**src/rtl/pkt_cmd_engine.sv**
```systemverilog
module pkt_cmd_engine #(
  parameter int PULSE_LEN = 4
) (
  input  logic        clk,
  input  logic        rst_n,
  input  logic        in_valid,
  input  logic [31:0] in_data,
  output logic        in_ready,
  output logic        out_valid,
  output logic [31:0] out_data,
  input  logic        out_ready,
  output logic        ser_clk,
  output logic        ser_dout,
  input  logic        ser_din,
  input  logic [9:0]  sync_status,
  output logic        soft_rst,
  output logic        hard_rst,
  output logic        tp_strobe,
  output logic [5:0]  tp_amp
);

  localparam int CW = $clog2(PULSE_LEN + 1);

  typedef enum logic [2:0] {S_HDR, S_RHDR, S_WORD, S_SHIFT, S_RWORD, S_RCSR} st_t;

  st_t         st;
  logic [7:0]  h_cnt, wleft;
  logic [11:0] h_fld, bleft;
  logic [3:0]  h_cmd;
  logic [1:0]  h_rt;
  logic [9:0]  sync_q;
  logic        first_w, ph;
  logic [4:0]  bidx;
  logic [31:0] sword, rword, csr;
  logic [CW-1:0] cnt_s, cnt_h, cnt_t;

  wire       strobing = soft_rst | hard_rst | tp_strobe;
  wire       in_cmd   = first_w && (bidx < 5'd13);
  wire [4:0] pos      = !first_w ? bidx : (in_cmd ? 5'd31 - bidx : bidx - 5'd13);

  assign soft_rst  = cnt_s != '0;
  assign hard_rst  = cnt_h != '0;
  assign tp_strobe = cnt_t != '0;
  assign in_ready  = (st == S_HDR && !strobing) || st == S_WORD;
  assign out_valid = st == S_RHDR || st == S_RWORD || st == S_RCSR;
  assign ser_clk   = st == S_SHIFT && ph;
  assign ser_dout  = st == S_SHIFT && sword[pos];

  always_comb begin
    case (st)
      S_RHDR:
        case (h_cmd)
          4'd0:    out_data = {h_cnt, h_fld, 4'd0, 6'd0, h_rt};
          4'd2:    out_data = {8'd0, 2'd0, sync_q, 4'd2, 6'd0, h_rt};
          default: out_data = {8'd1, 12'd0, 4'd5, 6'd0, h_rt};
        endcase
      S_RWORD: out_data = rword;
      S_RCSR:  out_data = csr;
      default: out_data = '0;
    endcase
  end

  always_ff @(posedge clk or negedge rst_n) begin
    if (!rst_n) begin
      st <= S_HDR;
      h_cnt <= '0; h_fld <= '0; h_cmd <= '0; h_rt <= '0;
      wleft <= '0; bleft <= '0; sync_q <= '0;
      first_w <= 1'b0; ph <= 1'b0; bidx <= '0;
      sword <= '0; rword <= '0; csr <= '0; tp_amp <= '0;
      cnt_s <= '0; cnt_h <= '0; cnt_t <= '0;
    end else begin
      if (soft_rst)  cnt_s <= cnt_s - 1'b1;
      if (hard_rst)  cnt_h <= cnt_h - 1'b1;
      if (tp_strobe) cnt_t <= cnt_t - 1'b1;
      case (st)
        S_HDR: if (in_valid && in_ready) begin
          h_cnt   <= in_data[31:24];
          wleft   <= in_data[31:24];
          h_fld   <= in_data[23:12];
          bleft   <= in_data[23:12];
          h_cmd   <= in_data[11:8];
          h_rt    <= in_data[1:0];
          sync_q  <= sync_status;
          first_w <= 1'b1;
          case (in_data[11:8])
            4'd0, 4'd2: st <= S_RHDR;
            4'd5: st <= (in_data[31:24] != '0) ? S_WORD : S_RHDR;
            default: begin
              st <= (in_data[31:24] != '0) ? S_WORD : S_HDR;
              if (in_data[11:8] == 4'd1) cnt_s <= CW'(PULSE_LEN);
              if (in_data[11:8] == 4'd3) begin
                cnt_t  <= CW'(PULSE_LEN);
                tp_amp <= in_data[17:12];
              end
              if (in_data[11:8] == 4'd4) begin
                cnt_h  <= CW'(PULSE_LEN);
                csr    <= '0;
                tp_amp <= '0;
              end
            end
          endcase
        end
        S_RHDR: if (out_ready) begin
          if (h_cmd == 4'd5) st <= S_RCSR;
          else st <= (wleft != '0) ? S_WORD : S_HDR;
        end
        S_WORD: if (in_valid) begin
          wleft <= wleft - 1'b1;
          if (h_cmd == 4'd0) begin
            sword <= in_data;
            rword <= '0;
            bidx  <= '0;
            ph    <= 1'b0;
            st    <= (bleft != '0) ? S_SHIFT : S_RWORD;
          end else begin
            if (h_cmd == 4'd5 && first_w) csr <= in_data;
            first_w <= 1'b0;
            if (wleft == 8'd1) st <= (h_cmd == 4'd5) ? S_RHDR : S_HDR;
          end
        end
        S_SHIFT: begin
          ph <= ~ph;
          if (ph) begin
            rword[pos] <= in_cmd ? sword[pos] : ser_din;
            bidx  <= bidx + 1'b1;
            bleft <= bleft - 1'b1;
            if (bidx == 5'd31 || bleft == 12'd1) st <= S_RWORD;
          end
        end
        S_RWORD: if (out_ready) begin
          first_w <= 1'b0;
          st <= (wleft != '0) ? S_WORD : S_HDR;
        end
        S_RCSR: if (out_ready) st <= S_HDR;
        default: st <= S_HDR;
      endcase
    end
  end

  logic [CW-1:0] run_s, run_h, run_t;
  always_ff @(posedge clk or negedge rst_n) begin
    if (!rst_n) begin
      run_s <= '0; run_h <= '0; run_t <= '0;
    end else begin
      run_s <= soft_rst  ? run_s + 1'b1 : '0;
      run_h <= hard_rst  ? run_h + 1'b1 : '0;
      run_t <= tp_strobe ? run_t + 1'b1 : '0;
    end
  end

  a_r11_hold: assert property (@(posedge clk) disable iff (!rst_n)
    out_valid && !out_ready |=> out_valid && $stable(out_data));
  a_r2_ser_quiet: assert property (@(posedge clk) disable iff (!rst_n)
    ser_clk |-> !in_ready && !out_valid);
  a_r5_soft_len: assert property (@(posedge clk) disable iff (!rst_n)
    $fell(soft_rst) |-> run_s == CW'(PULSE_LEN));
  a_r6_hard_len: assert property (@(posedge clk) disable iff (!rst_n)
    $fell(hard_rst) |-> run_h == CW'(PULSE_LEN));
  a_r8_tp_len: assert property (@(posedge clk) disable iff (!rst_n)
    $fell(tp_strobe) |-> run_t == CW'(PULSE_LEN));
  a_r8_amp_steady: assert property (@(posedge clk) disable iff (!rst_n)
    tp_strobe && $past(tp_strobe) |-> $stable(tp_amp));
  a_r13_no_hdr: assert property (@(posedge clk) disable iff (!rst_n)
    (soft_rst || hard_rst || tp_strobe) && in_ready |=> !$rose(out_valid) || $past(st) != S_HDR);

endmodule

```
**config.mk**
```make
export PLATFORM = sky130hd
export DESIGN_NAME = pkt_cmd_engine
export DESIGN_NICKNAME = d
export VERILOG_FILES = /design/src/rtl/pkt_cmd_engine.sv
export SDC_FILE = /design/constraint.sdc
export NUM_CORES = 1
export LEC_CHECK = 0
export BUFFER_PORTS_ARGS = -buffer_cell sky130_fd_sc_hd__buf_4
export CORE_ASPECT_RATIO = 1.4
export CORE_MARGIN = 2
export CORE_UTILIZATION = 50
export CTS_CLUSTER_SIZE = 30
export DETAILED_ROUTE_END_ITERATION = 8
export PLACE_DENSITY_LB_ADDON = 0.08
export SETUP_SLACK_MARGIN = 0.2
export SLEW_MARGIN = 20
export SYNTH_ARGS = -nofsm -noshare
export SYNTH_HDL_FRONTEND = slang
export SYNTH_SLANG_ARGS = --single-unit
```
**constraint.sdc**
```tcl
create_clock -name clk -period 8.4 [get_ports clk]
set_clock_uncertainty 0.2 [all_clocks]
set_input_delay 0.42 -clock clk [delete_from_list [all_inputs] [get_ports clk]]
set_output_delay 0.42 -clock clk [all_outputs]
set_load 0.02 [all_outputs]
```
==> results.md <==
* Placed Area at 10200 µm²
* RSZ-0062 raised after global routing: no
* PD cells at between 300 and 400 nW/µm²
* Slew at the pin with the worst max-slew slack at 1.02 ns
* Avg Cell Area, Syn at 9.57 µm²
* Busiest grt layer: met2
* WHS at 0.0189 ns
* Setup TNS at 0 ns
* Max_cap viols at 0
* Final setup violation count at 0
* Routed wire length per instance at roughly 20 µm
* Vias in the first global route at ~7.3k
* Slowest Stage Delay on Critical Path at 0.72 ns
* Core area at 18500 µm²
* Status: complete, no violations
* Drt via density at 5.90
* M3 GR Usage at 4.88%
* Root Buffer: clkbuf_16
* Gate power share at 38.4%
* Routed Antenna Nets at 0
* Cell Int Power at 2360 µW
* Share of layout cells above drive strength 1 at 21.9%
* Post-DP HPWL at 18300 µm
* Quantity of I/O buffers inserted on ports at 91
* Peak VDD IR at 170 µV
* Routability cong. at 1.03
* Htree depth at 4
* Syn Nets at 1033
* Drt total wl at 26300 µm
* Flip-flop and latch count after synthesis at 177
* Crit share post-route at 50.0%
* Max-slew violations at 0
* Pleak at 0.00482 µW
* Initial DRC count at 481
* Fill cell count at 1626
* Cells after Synth at 973
* Share of flip-flops with an asynchronous set or reset at 100%
* DRC at 0
* Sequential share of the synthesized area at approximately 48%
* Kind of critical path: flip-flop to output pin
* Die extent in x at 119 µm
* Clock Tree Buf Depth at 2
* CP max-delay cell: dfrtp_1
* Reg area at 4430 µm²
* Met2 GRT Util at 46.9%
* Largest net degree at the start of global routing at 72
* Met1 Usage GRT at between 30% and 40%
* CP required at 7.78 ns
* Area taken by multi-input logic gates at approximately 4600 µm²
* CP max FO at 16
* Final nets at approximately 1.1k
* Non-Filler Instances at 1289
* Post-Syn Area at around 9300 µm²
* Pre-antenna DRT Iters at 7
* Worst Path Arrival at 3.58 ns
* Post-Place Cells at approximately 1.3k
* Design Area, Final at 10800 µm²
* Commonest register cell after synthesis: dfrtp_1
* Final min period at about 4.2 ns
* Yosys cell types at 78
* Switching power at 1490 µW
* CP delay by family, top: compound AO/OA/AOI/OAI gates
* Top Ports at 92
* Worst hold path type: input pin to flip-flop
* Number of inserted diodes at 0
* Clock power frac at 23.1%
* Cts bufs inserted at 17
* Post-layout util at between 50% and 60%
* Die area at just under 20000 µm²
* Initial antenna violation count at 0
* Fmax at 238 MHz
* Initial core utilization at 50.5%
* GRT overflow at 0
* Clk_lat worst skew at 0.43 ns
* Via count at approximately 7.6k
* # rows at 59
* Cts repair resizes at 0
* Post-synth EDFFs at 0
* Total Routing Usage GR at a little over a quarter
* Setup crit start kind: flip-flop
* Final hold viol count at 0
* Setup crit end kind: output pin
* CP bufs+invs at 2
* Die H at 165 µm
* Slew headroom at roughly a third
* Worst path cell trace: inv_1 -> ha_1 -> o22a_1 -> a21oi_2 -> mux2i_1 -> o32a_1 -> nand3_1 -> nor3_1 -> buf_4
* Num Clock Sinks at 177
* Sw Ratio at 38.7%
* Area growth syn-to-layout at 16.3%
* Reg clk slew, reported paths at 0.07 ns
* Synth warnings at 0
* First-pass GRT wire length at 41400 µm
* Reg power frac at 38.5%
* CTS tree: done
==> metal layers <==
| layer | share of wire, % | up-vias |
|---|---|---|
| met5 | 0 | - |
| li1 | - | 3629 |
| met1 | 43 | 3736 |
| met2 | 49 | 202 |
| met3 | 5.0 | 40 |
| met4 | 3.4 | 0 |
==> area by class of cell <==
class                           count  area share [%]
Multi-Input combinational cell    706            42.1
Sequential cell                   177            40.9
Timing Repair Buffer              104            7.26
Clock buffer                       21            4.07
Tap cell                          244            2.82
Clock inverter                      9            1.91
Inverter                           28           0.970
==> metrics by stage <==
stage          power (µW)  setup slack [ns]
3_5_place_dp         2960              4.71
5_1_grt              4100              4.07
6_report             3860              4.20
3_3_place_gp         2930              4.77
4_1_cts              3860              4.24
2_1_floorplan        2520              5.09
==> cells by family after synthesis <==
kind of cell | share of synthesized area (%)
compound gates | 20.2
mux | 10.0
fa+ha+maj | 1.75
flops | 47.6
buf+inv | 3.98
xor+xnor | 0.766
simple gates | 15.7
==> placed cells by master (no fill, tap or decap), drive strengths merged, types with 7 or more instances in the layout <==
master  Yosys  layout
dfrtp     177     177
nor2       68      68
a22oi      11      11
nand2     162     162
a22o        9       9
a21oi      44      44
nand3      16      16
nor3       19      19
a222oi     20      20
o21ai     122     122
nor2b       8       8
ha         13      13
clkbuf     40      21
nand2b     13      13
o211ai     22      22
nor4       10      10
mux2i      11      11
o22a        7       7
buf        22     103
o22ai       7       7
mux2       67      67
inv        27      28
==> synthesized netlist by cell type, drive strengths merged, types with 3 or more instances <==
library cell	number	area share (%)
a211oi	5	0.54
a21boi	3	0.24
a21oi	44	2.4
a221o	3	0.34
a222oi	20	2.1
a22o	9	0.85
a22oi	11	0.89
a31oi	5	0.50
and3	6	0.42
buf	22	1.2
clkbuf	40	1.6
dfrtp	177	48
ha	13	1.7
inv	27	1.1
mux2	67	8.1
mux2i	11	1.2
mux4	3	0.73
nand2	162	6.5
nand2b	13	0.87
nand3	16	0.86
nor2	68	2.7
nor2b	8	0.62
nor3	19	1.2
nor3b	4	0.38
nor4	10	0.81
o211ai	22	1.8
o21ai	122	6.6
o21bai	4	0.36
o22a	7	0.66
o22ai	7	0.54
o31ai	4	0.32
o32ai	3	0.28
xnor2	4	0.58
==> worst register-to-register path: stages, from the launching register on <==
cell and delay (ns):
dfrtp_1 0.72, inv_1 0.14, ha_1 0.39, o22a_1 0.27, a21oi_2 0.44, mux2i_1 0.30, o32a_1 0.26, a31oi_4 0.15
o31ai_1 0.28
==> state kept, by name, indices dropped and copies added, names as in the netlist, 5 cells and up <==
register	cells
bidx	5
h_fld	12
bleft	12
wleft	8
tp_amp	6
csr	32
h_cnt	8
sword	32
sync_q	10
rword	32
==> what timing repair did <==
item                                    4_1_cts  5_1_grt
endpoints found under the hold margin        46        0
endpoints found under the setup margin        0        0
buffers inserted                              0        0
hold buffers                                  1        0
==> power groups by stage <==
stage	logic [µW]	clock network (µW)	registers (µW)
4_1_cts	1480	903	1480
2_1_floorplan	1160	0	1360
3_5_place_dp	1470	0	1490
5_1_grt	1630	939	1530
6_report	1480	893	1490
3_3_place_gp	1450	0	1480
==> final timing paths <==
path / cells past startpoint / end / startpoint / slack, ns
max: 9 / ser_dout / bidx[0] / 4.20
min: 2 / sync_q[0] / sync_status[0] / 0.02
max reg2reg: 8 / rword[23] / bidx[0] / 5.15
min reg2reg: 2 / csr[8] / csr[8] / 0.28
max in group asynchronous: 3 / sword[20] / rst_n / 6.41
min in group asynchronous: 2 / wleft[5] / rst_n / 0.28
No activity file was read; power rests on OpenSTA's default activity.
